File: config.mk
export PLATFORM = sky130hd
export DESIGN_NAME = lut_fsm
export DESIGN_NICKNAME = d
export VERILOG_FILES = /design/src/rtl/lut_fsm_pkg.sv /design/src/rtl/lut_fsm_regs.sv /design/src/rtl/lut_fsm_table.sv /design/src/rtl/lut_fsm_core.sv /design/src/rtl/lut_fsm.sv
export SDC_FILE = /design/constraint.sdc
export NUM_CORES = 1
export LEC_CHECK = 0
export BUFFER_PORTS_ARGS = -buffer_cell sky130_fd_sc_hd__buf_4
export CAP_MARGIN = 20
export CORE_MARGIN = 2
export CORE_UTILIZATION = 40
export DETAILED_ROUTE_END_ITERATION = 10
export GPL_ROUTABILITY_DRIVEN = 0
export PLACE_DENSITY = 0.76
export SYNTH_ARGS = -nofsm -noshare
export SYNTH_HDL_FRONTEND = slang
export SYNTH_HIERARCHICAL = 1
export SYNTH_SLANG_ARGS = --single-unit
export TNS_END_PERCENT = 20
File: constraint.sdc
create_clock -name clk_i -period 1.3 [get_ports clk_i]
set_input_delay 0.195 -clock clk_i [delete_from_list [all_inputs] [get_ports clk_i]]
set_output_delay 0.195 -clock clk_i [all_outputs]
set_load 0.005 [all_outputs]
File: src/rtl/lut_fsm_pkg.sv
package lut_fsm_pkg;
  typedef enum logic [2:0] {
    REG_IDX     = 3'd0,
    REG_SEL     = 3'd1,
    REG_DATA    = 3'd2,
    REG_RESTART = 3'd3,
    REG_STATE   = 3'd4
  } reg_addr_e;
endpackage

File: src/rtl/lut_fsm_regs.sv
module lut_fsm_regs
  import lut_fsm_pkg::*;
#(
  parameter int IDX_W   = 3,
  parameter int SEL_W   = 1,
  parameter int STATE_W = 2
) (
  input  logic               clk_i,
  input  logic               rst_ni,
  input  logic               reg_we_i,
  input  logic [2:0]         reg_addr_i,
  input  logic [31:0]        reg_wdata_i,
  output logic [31:0]        reg_rdata_o,
  input  logic [STATE_W-1:0] state_i,
  output logic [IDX_W-1:0]   idx_o,
  output logic [SEL_W-1:0]   sel_o,
  output logic               wr_en_o,
  output logic               restart_o
);
  logic [IDX_W-1:0] idx_q;
  logic [SEL_W-1:0] sel_q;

  always_ff @(posedge clk_i or negedge rst_ni) begin
    if (!rst_ni) begin
      idx_q <= '0;
      sel_q <= '0;
    end else if (reg_we_i) begin
      if (reg_addr_i == REG_IDX) idx_q <= reg_wdata_i[IDX_W-1:0];
      if (reg_addr_i == REG_SEL) sel_q <= reg_wdata_i[SEL_W-1:0];
    end
  end

  assign idx_o     = idx_q;
  assign sel_o     = sel_q;
  assign wr_en_o   = reg_we_i && (reg_addr_i == REG_DATA);
  assign restart_o = reg_we_i && (reg_addr_i == REG_RESTART);

  always_comb begin
    reg_rdata_o = '0;
    case (reg_addr_i)
      REG_IDX:   reg_rdata_o[IDX_W-1:0]   = idx_q;
      REG_SEL:   reg_rdata_o[SEL_W-1:0]   = sel_q;
      REG_STATE: reg_rdata_o[STATE_W-1:0] = state_i;
      default:   reg_rdata_o = '0;
    endcase
  end
endmodule

File: src/rtl/lut_fsm_table.sv
module lut_fsm_table #(
  parameter int IDX_W   = 3,
  parameter int ENTRY_W = 3,
  parameter int SEL_W   = 1,
  parameter int NSLICE  = 1
) (
  input  logic               clk_i,
  input  logic               rst_ni,
  input  logic               wr_en_i,
  input  logic [IDX_W-1:0]   wr_idx_i,
  input  logic [SEL_W-1:0]   wr_sel_i,
  input  logic [31:0]        wr_data_i,
  input  logic [IDX_W-1:0]   rd_idx_i,
  output logic [ENTRY_W-1:0] rd_entry_o
);
  localparam int DEPTH = 1 << IDX_W;
  localparam int LOW_W = (ENTRY_W < 32) ? ENTRY_W : 32;

  logic [ENTRY_W-1:0] mem_q [DEPTH];

  // only bits of the selected slice are touched; unused word bits are not stored
  always_ff @(posedge clk_i or negedge rst_ni) begin
    if (!rst_ni) begin
      for (int i = 0; i < DEPTH; i++) mem_q[i] <= '0;
    end else if (wr_en_i) begin
      for (int b = 0; b < ENTRY_W; b++)
        if ((b / 32) == int'(wr_sel_i)) mem_q[wr_idx_i][b] <= wr_data_i[b % 32];
    end
  end

  assign rd_entry_o = mem_q[rd_idx_i];

  assert_slice_write_R4: assert property (@(posedge clk_i) disable iff (!rst_ni)
    (wr_en_i && wr_sel_i == '0) |=>
      (mem_q[$past(wr_idx_i)][LOW_W-1:0] == $past(wr_data_i[LOW_W-1:0])));

  assert_oob_select_ignored_R5: assert property (@(posedge clk_i) disable iff (!rst_ni)
    (wr_en_i && int'(wr_sel_i) >= NSLICE) |=>
      (mem_q[$past(wr_idx_i)] == $past(mem_q[wr_idx_i])));
endmodule

File: src/rtl/lut_fsm_core.sv
module lut_fsm_core #(
  parameter int STATE_W = 2
) (
  input  logic               clk_i,
  input  logic               rst_ni,
  input  logic               restart_i,
  input  logic [STATE_W-1:0] next_i,
  output logic [STATE_W-1:0] state_o
);
  logic [STATE_W-1:0] state_q;

  always_ff @(posedge clk_i or negedge rst_ni) begin
    if (!rst_ni)        state_q <= '0;
    else if (restart_i) state_q <= '0;
    else                state_q <= next_i;
  end

  assign state_o = state_q;

  assert_restart_zero_R6: assert property (@(posedge clk_i) disable iff (!rst_ni)
    restart_i |=> (state_q == '0));

  assert_next_state_R2: assert property (@(posedge clk_i) disable iff (!rst_ni)
    !restart_i |=> (state_q == $past(next_i)));
endmodule

File: src/rtl/lut_fsm.sv
module lut_fsm #(
  parameter int STATE_W  = 2,
  parameter int INPUT_W  = 1,
  parameter int OUTPUT_W = 1
) (
  input  logic                clk_i,
  input  logic                rst_ni,
  input  logic [INPUT_W-1:0]  in_i,
  output logic [OUTPUT_W-1:0] out_o,
  input  logic                reg_we_i,
  input  logic [2:0]          reg_addr_i,
  input  logic [31:0]         reg_wdata_i,
  output logic [31:0]         reg_rdata_o
);
  localparam int IDX_W   = STATE_W + INPUT_W;
  localparam int ENTRY_W = STATE_W + OUTPUT_W;
  localparam int NSLICE  = (ENTRY_W + 31) / 32;
  localparam int SEL_W   = $clog2(NSLICE) + 1;  // one spare bit so out-of-range selects exist

  logic [STATE_W-1:0] state;
  logic [IDX_W-1:0]   wr_idx;
  logic [SEL_W-1:0]   wr_sel;
  logic               wr_en;
  logic               restart;
  logic [ENTRY_W-1:0] entry;

  lut_fsm_regs #(.IDX_W(IDX_W), .SEL_W(SEL_W), .STATE_W(STATE_W)) u_regs (
    .clk_i, .rst_ni, .reg_we_i, .reg_addr_i, .reg_wdata_i, .reg_rdata_o,
    .state_i(state), .idx_o(wr_idx), .sel_o(wr_sel),
    .wr_en_o(wr_en), .restart_o(restart)
  );

  lut_fsm_table #(.IDX_W(IDX_W), .ENTRY_W(ENTRY_W), .SEL_W(SEL_W), .NSLICE(NSLICE)) u_table (
    .clk_i, .rst_ni, .wr_en_i(wr_en), .wr_idx_i(wr_idx), .wr_sel_i(wr_sel),
    .wr_data_i(reg_wdata_i), .rd_idx_i({state, in_i}), .rd_entry_o(entry)
  );

  lut_fsm_core #(.STATE_W(STATE_W)) u_core (
    .clk_i, .rst_ni, .restart_i(restart),
    .next_i(entry[ENTRY_W-1:OUTPUT_W]), .state_o(state)
  );

  assign out_o = entry[OUTPUT_W-1:0];
endmodule

Word level (Yosys, flattened, before mapping)
Cells that the tools add are included.
Widths: inputs -> output; s select.
Word-level totals
  register bits after elaboration: 30
  input bits: 39
  output and inout bits: 33
Operators by class
  order comparisons: 3
  eq/ne operators: 4
  muxes and demuxes: 21
  bitwise operators: 2
  reduce and logical (&&, ||, !) cells: 6
Operators with widths (count)
  $mux 24: 5
  $bwmux 24: 3
  $demux 3 s3: 3
  $bmux 3 s3: 1
  $mux 3: 3
  $ge 4x4->1 const B: 2
  $not 3->4: 2
  $eq 3x2->1 const B: 2
  $lt 4x1->1 const B: 1
  $mux 2: 2
  $reduce_and 2->1: 2
  $eq 3x1->1 const B: 1
  $eq 3x3->1 const B: 1
  $logic_and 1x1->1: 3
  $logic_not 3->1: 1
  $pmux 1 s3: 1
  $mux 1: 2
  $pmux 1 s2: 1

Longest topological paths before layout
Gate-level depths: netlist of run 1.
  word-level depth: 13
  gate-level depth with buffers: 6

Modules after synthesis
The synthesis of run 1 kept the hierarchy.
By module, submodules not included
  lut_fsm_table: times used 1, cells each 72, area an instance 1167.4 um^2, sequential area each 600.6 um^2
  lut_fsm_regs: times used 1, cells each 53, area an instance 488.0 um^2, sequential area each 100.1 um^2
  lut_fsm_core: times used 1, cells each 4, area an instance 62.6 um^2, sequential area each 50.0 um^2

Worst setup path after synthesis of run 1
Ideal clock, no wire load.
  path type: input-to-reg
  from: input reg_addr_i[2]
  to: register u_table/mem_q[10] (netlist bit)
  library setup time: 0.125 ns
  arrival: 1.396 ns
  required time: 1.175 ns
  setup slack: -0.221 ns
  stages: 6
  path buffers: 1
  cell sequence: buf_2 nand2b_1 nor2_1 nand2_1 nor4_2 mux2_2
On the way
  longest elaborated chain between the ends: 2
Ends and longest elaborated chain
  start: declaration: line lut_fsm.sv:11  | input logic [2:0] reg_addr_i,
  $eq 3x2->1: line lut_fsm_regs.sv:35  | assign wr_en_o = reg_we_i && (reg_addr_i == REG_DATA);
  $logic_and 1x1->1: line lut_fsm_regs.sv:35
  net wr_en: line lut_fsm.sv:23  | logic wr_en;
  end: declaration: line lut_fsm_table.sv:19  | logic [ENTRY_W-1:0] mem_q [DEPTH];
The timed path passes the listed nets, and every way through them passes these cells.
A chain may end at the register's enable or synchronous reset.

Worst setup path in the final report of run 1
  from: register u_table/mem_q[0] (netlist bit)
  to: output out_o
On the way
  longest elaborated chain between the ends: 3
Ends and longest elaborated chain
  $bmux 3 s3: line lut_fsm_table.sv:31  | assign rd_entry_o = mem_q[rd_idx_i];
  $mux 3 (implied by the code) (2 in series): line lut_fsm_table.sv:31
  end: declaration: line lut_fsm.sv:9  | output logic [OUTPUT_W-1:0] out_o,
No other way between the ends. The select of a mux whose other input is x is not followed.

==> impl_results.md, run 1 <==
* Vias in the first global route at roughly 1,100
* Final #Nets at between 200 and 250
* Clock transition at the registers of the reported paths at 0.06 ns
* CTS tree: built
* Post-synthesis xor/xnor area fraction at 0%
* RSZ-0062 raised after global routing: yes
* # DRC at 0
* Synth Area per Inst at around 13 sq um
* Complex-gate fraction of the synthesized area at less than 1%
* Min-delay worst type: in -> reg
* CP Launch Type: register
* Logic pwr share at between 20 and 30%
* Wire per inst at ~16 microns
* Most common cell in the netlist: dfrtp_1
* Share of layout cells above drive strength 1 at between 50% and 60%
* Multiplexer area fraction after synthesis at a little under a third
* H-tree depth at 2
* Number of synthesized flops with an enable pin at 0
* Die ar. at roughly 4800 sq um
* Highest clock rate at ~580 MHz
* Die W at approximately 70 microns
* Leakage at 1.02 nW
* Root buf cell: clkbuf_8
* Sw Share at 28.6%
* Final ANT Viol Nets at 0
* Failing checks: setup timing
* Starting Density at around 42%
* Vert. Die Dim at between 60 and 70 microns
* Sequential fraction of design power at 45.0%
* PortBufs at 13
* Worst Skew at a little under 0.005 ns
* Clk buf depth at 2
* Synth async-reset ratio at between 90% and 100%
* Cell area after synthesis at ~1700 sq um
* Worst EP required at about 1.1 ns
* Total iterations of the first detailed-routing run at 4
* Minimum clock period at 1.73 ns
* Setup TNS at -2.46 ns
* Final-report setup violation count at 21
* # diodes at 0
* Seq/Total Area, Yosys at about 44%
* Area Overhead vs Synth at 24.9%
* Number of library cell types mapped by synthesis at 24
* Post-synth top area share at between 40% and 50%
* Peak supply drop at 0.000860 V
* Vias per inst at just under 5
* Setup slack after layout at -0.430 ns
* First DRT Iteration DRCs at 30
* Inserted Clock Buffers at 5
* Overflow after GRT at 0
* Synth warn at 6
* Seq cells post-synth at 30
* Top FF cell, synth: dfrtp_1
* Final Routed Wirelength at between 3000 and 4000 microns
* Pint at about 0.0021 W
* Core box area at approximately 4100 sq um
* First-pass GRT wire length at approximately 5700 microns
* Critical path class: reg -> out
* Simple-gate portion of the synthesized area at about 11%
* Non-Filler Instances at around 220
* IO Count at between 70 and 80
* Psw at approximately 0.00086 W
* Final Cycle Share at 133%
* Largest family of logic cells by synthesized area: multiplexers
* Crit. End Element: output port
* PD cells at about 1400 nW/um^2
* Vias at 1,069
* Max-Cap Viols at 0
* TritonCTS Sinks at 30
* Initial antenna violation count at 0
* Status: finished, violations left
* Arrival @ worst endpoint at ~1.5 ns
* Post-DP HPWL at roughly 2400 microns
* Top cell type by total area after synthesis: dfrtp_1
* Most area-consuming cells after synthesis: dfrtp_1 44%, mux2_2 18%, buf_4 13%
* Most instantiated cells after synthesis: 30 x dfrtp_1, 29 x buf_4, 28 x mux2_2
* Skew-Pair Late Insertion Delay at roughly 0.28 ns
* Largest net degree at the start of global routing at 31
* Adder-Cell Fraction of Synth Area at 0%
* Final Hold Violating Endpoints at 0
* Post-Synthesis Cells at approximately 130
* Clk network pwr share at about 25%
* Number of max-slew violations in the final report at 0
* Placed Cells at roughly 200
* Fin util at a little over half
* Cell row count at 23
* Tot GR Track Use at between 10% and 20%
* Worst-path fanout max at 2
[sequential cells by signal, indices dropped and copies added (netlist names)]
signal,count
u_table/mem_q,24
u_regs/idx_o,3
u_core/state_o,2
u_regs/sel_o,1
[cell families after synthesis]
kind of cell	count (synthesis)
flops	30
buf+inv	31
other cells	1
simple gates	27
mux	38
compound gates	2
[timing repair]
item	in CTS	in global routing
hold endpoints to repair	30	0
cloned	0	0
pin swaps	4	1
hold buffers	1	0
gates resized for setup	25	17
setup endpoints to repair	30	30
setup buffers	2	0
[worst paths after layout]
| check | startpoint | endpoint | slack [ns] | cells after the start |
|---|---|---|---|---|
| worst min register to register | u_table/mem_q[2] | u_table/mem_q[2] | 0.50 | 1 |
| worst max-delay path | u_table/mem_q[0] | out_o | -0.43 | 3 |
| min in group asynchronous | rst_ni | u_table/mem_q[16] | 0.37 | 2 |
| worst max register to register | u_regs/idx_o[2] | u_table/mem_q[13] | -0.15 | 4 |
| worst min-delay path | reg_wdata_i[1] | u_table/mem_q[16] | 0.22 | 2 |
| max in group asynchronous | rst_ni | u_regs/idx_o[2] | 0.64 | 2 |
[metrics by stage]
stage | power [W] | area [sq um] | setup WS [ns] | hold WS (ns)
floorplan | 0.00178 | 1870 | -0.0908 | -0.101
CTS | 0.00293 | 2090 | -0.430 | 0.210
finish | 0.00300 | 2150 | -0.430 | 0.217
detailed placement | 0.00202 | 1900 | -0.236 | 0.140
global placement | 0.00198 | 1900 | -0.200 | 0.129
global route | 0.00315 | 2150 | -0.465 | 0.224
[layer usage]
layer | vias up | track usage [%] | wire, microns
met3 | 10 | 4.51 | 260
met5 | - | 0 | 0
met4 | 0 | 10.5 | 94
met1 | 530 | 19.0 | 1460
li1 | 474 | - | -
met2 | 55 | 24.8 | 1720
[power groups by stage]
stage	logic, W	clock network (W)	registers, W
4_1_cts	0.000834	0.000783	0.00131
3_3_place_gp	0.000687	0	0.00129
5_1_grt	0.000962	0.000816	0.00137
6_report	0.000896	0.000757	0.00135
3_5_place_dp	0.000706	0	0.00131
2_1_floorplan	0.000505	0	0.00128
[cell usage in the layout (no fill, tap or decap), drive strengths merged]
cell          n
mux4          6
mux2         31
clkbuf        7
nor2b         2
buf          30
dlygate4sd3   1
nor4b         1
nor3b         1
nand2b        5
nand3b        1
nor4          1
nor3          6
nand3         1
conb         29
clkinv        1
nand2         3
dfrtp        30
and2b         1
a211oi        2
mux2i         1
nor2          5
[area by class of cell]
type / instances / area (sq um)
tap: 50 / 62.6
fill: 343 / 1910
sequential: 30 / 756
timing repair buffer: 31 / 265
clock buffer: 7 / 86.3
multi-input combinational: 96 / 971
clock inverter: 1 / 5.00
[worst max-delay path, stage by stage, from the launching register on]
cell and delay, ns:
dfrtp_1 0.39, mux4_2 0.47, mux2_4 0.28, buf_6 0.12
Note: power is estimated with default switching activity, not from simulation.
==> inputs of run 2 (changes only) <==
Clock period 1.3 ns to 1.49 ns, I/O delays scaled along.
==> impl_results.md, run 2 (synthesized netlist as in run 1, its figures left out) <==
* Status: finished, violations left (unchanged)
* Failing checks: setup timing (unchanged)
* Sequential fraction of design power at 46.3% (was 45.0%)
* Critical path class: reg -> out (unchanged)
* Metal2 WL at 1540 microns (was 1720 microns)
* Initial antenna violation count at 0 (unchanged)
* CTS tree: built (unchanged)
* Clk network pwr share at 27.4% (was 25.2%)
* Share of layout cells above drive strength 1 at 50.3% (was 57.6%)
* Worst EP required at 1.27 ns (was 1.11 ns)
* Vias at 1,054 (was 1,069)
* Root buf cell: clkbuf_8 (unchanged)
* Core box area at 4060 sq um (unchanged)
* Met3 routed WL at 293 microns (was 260 microns)
* Worst Skew at 0.00690 ns (was 0.00495 ns)
* Total iterations of the first detailed-routing run at 4 (unchanged)
* Max FFs per register at 24 (unchanged)
* Die ar. at 4840 sq um (unchanged)
* Peak supply drop at 0.000691 V (was 0.000860 V)
* TritonCTS Sinks at 30 (unchanged)
* First-pass GRT wire length at 5420 microns (was 5740 microns)
* Psw at 0.000703 W (was 0.000858 W)
* Overflow after GRT at 0 (unchanged)
* PortBufs at 13 (unchanged)
* Worst-path fanout max at 2 (unchanged)
* Pint at 0.00177 W (was 0.00214 W)
* H-tree depth at 2 (unchanged)
* Commonest non-fill, non-tap cells in the layout: 29 x conb_1, 27 x dfrtp_1, 27 x mux2_2 (was 29 x conb_1, 26 x dfrtp_1, 22 x buf_4)
* Largest net degree at the start of global routing at 31 (unchanged)
* Post-DP HPWL at 2350 microns (was 2400 microns)
* Fin util at 48.9% (was 52.9%)
* Final Hold Violating Endpoints at 0 (unchanged)
* Setup TNS at -0.425 ns (was -2.46 ns)
* Crit. End Element: output port (unchanged)
* Most flops, register: u_table/mem_q (unchanged)
* First DRT Iteration DRCs at 20 (was 30)
* Cell row count at 23 (unchanged)
* Most common cell after layout, fill and taps aside: conb_1 (unchanged)
* Vert. Die Dim at 69.5 microns (unchanged)
* Number of max-slew violations in the final report at 0 (unchanged)
* Skew-Pair Late Insertion Delay at 0.28 ns (about the same)
* # diodes at 0 (unchanged)
* Tot GR Track Use at 14.4% (was 15.9%)
* Die W at 69.5 microns (unchanged)
* Filler cells at 351 (was 343)
* Wire per inst at 15.5 microns (was 16.4 microns)
* Max-Cap Viols at 0 (unchanged)
* Final Cycle Share at 120%
* Min-delay worst type: in -> reg (unchanged)
* Final #Nets at 199 (was 203)
* Setup slack after layout at -0.291 ns (was -0.430 ns)
* Vias per inst at 5.00 (was 4.97)
* Logic pwr share at 26.2% (was 29.8%)
* Inserted Clock Buffers at 5 (unchanged)
* Final Routed Wirelength at 3270 microns (was 3530 microns)
* Met1 wire length at 1430 microns (was 1460 microns)
* Minimum clock period at 1.78 ns
* Starting Density at 42.3% (unchanged)
* Clock transition at the registers of the reported paths at 0.07 ns (was 0.06 ns)
* Arrival @ worst endpoint at 1.56 ns (was 1.54 ns)
* Max layer used: met3 (was met4)
* IO Count at 72 (unchanged)
* Sw Share at 28.4% (was 28.6%)
* RSZ-0062 raised after global routing: yes (unchanged)
* Final ANT Viol Nets at 0 (unchanged)
* Final-report setup violation count at 5 (was 21)
* Area Overhead vs Synth at 15.6% (was 24.9%)
* Vias in the first global route at 1,083 (was 1,116)
* PD cells at 1250 nW/um^2 (was 1400 nW/um^2)
* CP Launch Type: register (unchanged)
* DP Worst Slack at -0.151 ns (was -0.236 ns)
* Highest clock rate at ~560 MHz
* Clk buf depth at 2 (unchanged)
* # DRC at 0 (unchanged)
* Leakage at 0.955 nW (was 1.02 nW)
-- run 2: power by group through the flow --
stage / clock network [W] / logic (W) / registers [W]
finish: 0.000679 / 0.000649 / 0.00115
global route: 0.000739 / 0.000700 / 0.00117
CTS: 0.000692 / 0.000615 / 0.00115
detailed placement: 0 / 0.000581 / 0.00115
global placement: 0 / 0.000557 / 0.00113
floorplan: 0 / 0.000423 / 0.00111
-- run 2: worst paths after layout --
path,start,endpoint,slack (ns),cells past startpoint
setup reg to reg,u_regs/idx_o[0],u_table/mem_q[11],-0.03,4
min in group asynchronous,rst_ni,u_table/mem_q[13],0.40,2
max in group asynchronous,rst_ni,u_regs/idx_o[1],0.79,2
hold / removal,reg_wdata_i[1],u_table/mem_q[16],0.26,2
hold reg to reg,u_table/mem_q[16],u_table/mem_q[16],0.50,1
setup / recovery,u_table/mem_q[6],out_o,-0.29,3
-- run 2: worst max-delay path, stage by stage, from the launching register on --
cell and delay [ns]:
dfrtp_1 0.39, mux4_2 0.48, mux2_4 0.30, buf_6 0.12
-- run 2: routing by layer --
metal	GRT usage, %	vias to the layer above
li1	-	460
met1	18.8	531
met2	22.8	63
met3	4.51	0
met4	4.58	0
met5	0	-
-- run 2: what timing repair did --
item	in CTS	in global routing
hold buffers	1	0
endpoints found under the setup margin	3	15
pin swaps	2	1
setup buffers	0	2
resized for setup	8	5
endpoints found under the hold margin	30	0
cloned	0	0
-- run 2: metrics by stage --
step	total power (W)	std cells	cell area [sq um]	hold WS (ns)
6_report	0.00248	211	1990	0.263
3_5_place_dp	0.00173	200	1840	0.169
3_3_place_gp	0.00169	200	1840	0.156
2_1_floorplan	0.00154	157	1830	-0.0721
4_1_cts	0.00245	209	1960	0.257
5_1_grt	0.00261	211	1990	0.269
-- run 2: layout make-up --
type                    count  area, sq um  area share [%]
multi-input cells          96          861            43.4
flip-flops and latches     30          754            38.0
repair buffers             27          213            10.7
clock buffers               6         82.6            4.16
well taps                  50         62.6            3.15
clock inverters             2         12.5           0.630
==> inputs of run 3 (changes only) <==
Settings changed: HOLD_SLACK_MARGIN set to 0.05, PLACE_DENSITY 0.76 to 0.7, SETUP_SLACK_MARGIN set to 0.02.
==> impl_results.md, run 3 (synthesized netlist as in run 1, its figures left out) <==
* TritonCTS Sinks at 30 (unchanged)
* Failing checks: setup timing (unchanged)
* Total power at 0.00247 W (was 0.00248 W)
* Die W at 69.5 microns (unchanged)
* Vert. Die Dim at 69.5 microns (unchanged)
* Critical path class: reg -> out (unchanged)
* Minimum clock period at 1.77 ns (was 1.78 ns)
* Root buf cell: clkbuf_8 (unchanged)
* Inserted Clock Buffers at 5 (unchanged)
* Busiest grt layer: met2 (unchanged)
* IO Count at 72 (unchanged)
* Initial antenna violation count at 0 (unchanged)
* Number of max-slew violations in the final report at 0 (unchanged)
* Cells along the critical path: mux4_2 > mux2_4 > buf_6 (unchanged)
* CP max-delay cell: mux4_2 (unchanged)
* Min-delay worst type: in -> reg (unchanged)
* Status: finished, violations left (unchanged)
* Max-Cap Viols at 0 (unchanged)
* CTS tree: built (unchanged)
* Arrival @ worst endpoint at 1.54 ns (was 1.56 ns)
* Area Overhead vs Synth at 18.8% (was 15.6%)
* Fin util at 50.3% (was 48.9%)
* First-pass GRT wire length at 5490 microns (was 5420 microns)
* Total iterations of the first detailed-routing run at 4 (unchanged)
* Final Routed Wirelength at 3210 microns (was 3270 microns)
* GR Layer Usage met1 at 19.2% (was 18.8%)
* Worst Skew at 0.00267 ns (was 0.00690 ns)
* # diodes at 0 (unchanged)
* Met2 Usage GRT at 23.8% (was 22.8%)
* DP Worst Slack at -0.0717 ns (was -0.151 ns)
* Clk buf depth at 2 (unchanged)
* Final ANT Viol Nets at 0 (unchanged)
* CP Launch Type: register (unchanged)
* Worst EP required at 1.27 ns (about the same)
* Wire per inst at 15.0 microns (was 15.5 microns)
* Die ar. at 4840 sq um (unchanged)
* Highest clock rate at 566 MHz (was 561 MHz)
* Vias per inst at 4.93 (was 5.00)
* Skew-Pair Late Insertion Delay at 0.28 ns (about the same)
* CP peak stage delay at 0.47 ns (was 0.48 ns)
* Crit. End Element: output port (unchanged)
* Worst path buffer plus inverter count at 1 (unchanged)
* Tot GR Track Use at 15.0% (was 14.4%)
* # DRC at 0 (unchanged)
* Vias at 1,054 (unchanged)
* Starting Density at 42.3% (unchanged)
* Most common cell after layout, fill and taps aside: conb_1 (unchanged)
* First DRT Iteration DRCs at 21 (was 20)
* Cell family with most CP delay: multiplexers (unchanged)
* Commonest non-fill, non-tap cells in the layout: 29 x conb_1, 28 x buf_4, 26 x dfrtp_1 (was 29 x conb_1, 27 x dfrtp_1, 27 x mux2_2)
* Cell row count at 23 (unchanged)
* Vias in the first global route at 1,069 (was 1,083)
* Final #Nets at 202 (was 199)
* Final-report setup violation count at 1 (was 5)
* PD cells at 1210 nW/um^2 (was 1250 nW/um^2)
* Post-DP HPWL at 2360 microns (was 2350 microns)
* Max FFs per register at 24 (unchanged)
* Share of layout cells above drive strength 1 at 53.0% (was 50.3%)
* Most flops, register: u_table/mem_q (unchanged)
* RSZ-0062 raised after global routing: yes (unchanged)
* Peak supply drop at 0.000685 V (was 0.000691 V)
* Core box area at 4060 sq um (unchanged)
* Largest net degree at the start of global routing at 31 (unchanged)
* Final Cycle Share at 119% (was 120%)
* Clock transition at the registers of the reported paths at 0.06 ns (was 0.07 ns)
* H-tree depth at 2 (unchanged)
* Final Hold Violating Endpoints at 0 (unchanged)
* PortBufs at 13 (unchanged)
* Setup slack after layout at -0.277 ns (was -0.291 ns)
* Met3 GRT Util at 4.80% (was 4.51%)
* Leakage at 0.995 nW (was 0.955 nW)
* Worst-path fanout max at 2 (unchanged)
* Overflow after GRT at 0 (unchanged)
==> run 3: cell count changes in the layout (fill, tap and decap cells not counted), moves of 2 or more <==
cell | previous run | this run
buf_4 | 24 | 28
mux2_2 | 27 | 24
mux2_4 | 4 | 7
nand2b_1 | 4 | 2
==> run 3: per-layer routing <==
layer	vias up	routed length (microns)	share of wire, %
met5	-	0	0
met4	0	21	0.65
met3	2	237	7.4
met2	51	1560	49
met1	530	1400	43
li1	471	-	-
==> run 3: repair_timing <==
| item | 4_1_cts | 5_1_grt |
|---|---|---|
| pin swaps | 0 | 2 |
| endpoints found under the hold margin | 30 | 0 |
| hold buffers | 1 | 0 |
| resized for setup | 6 | 8 |
| setup buffers | 0 | 2 |
| endpoints found under the setup margin | 4 | 18 |
==> run 3: final cells by class <==
type | instances | area (sq um)
fillers | 354 | 2020
multi-input cells | 96 | 900
flip-flops and latches | 30 | 756
repair buffers | 30 | 231
clock buffers | 7 | 86.3
well taps | 50 | 62.6
clock inverters | 1 | 5.00
==> run 3: stage by stage <==
| stage | hold WS (ns) | TNS, ns | cell area (sq um) | std cells |
|---|---|---|---|---|
| after CTS | 0.243 | -0.327 | 2000 | 212 |
| after detailed placement | 0.173 | -0.900 | 1890 | 203 |
| after global routing | 0.252 | -0.381 | 2040 | 214 |
| after global placement | 0.160 | -0.420 | 1890 | 203 |
| final | 0.252 | -0.277 | 2040 | 214 |
| after floorplan | -0.0721 | 0 | 1860 | 157 |
==> run 3: worst paths after layout <==
| check | depth (start not counted) | startpoint | slack, ns | endpoint |
|---|---|---|---|---|
| hold / removal | 2 | reg_wdata_i[2] | 0.25 | u_regs/idx_o[2] |
| min in group asynchronous | 2 | rst_ni | 0.41 | u_table/mem_q[20] |
| hold reg to reg | 1 | u_table/mem_q[2] | 0.50 | u_table/mem_q[2] |
| setup reg to reg | 3 | u_table/mem_q[13] | 0.06 | u_core/state_o[0] |
| max in group asynchronous | 2 | rst_ni | 0.78 | u_regs/idx_o[2] |
| setup / recovery | 3 | u_table/mem_q[9] | -0.28 | out_o |
==> run 3: worst register-to-register path, delay by kind of cell (launching register included) <==
kind | cells | cell delay (ns)
muxes | 2 | 0.81
and+or+nand+nor | 1 | 0.13
DFF | 1 | 0.37
==> run 3: where the power goes <==
group | internal (W) | leakage (nW) | switching (W)
sequential | 0.000998 | 0.394 | 0.000163
combinational | 0.000419 | 0.553 | 0.000229
clock | 0.000372 | 0.0482 | 0.000287
total | 0.00179 | 0.995 | 0.000679
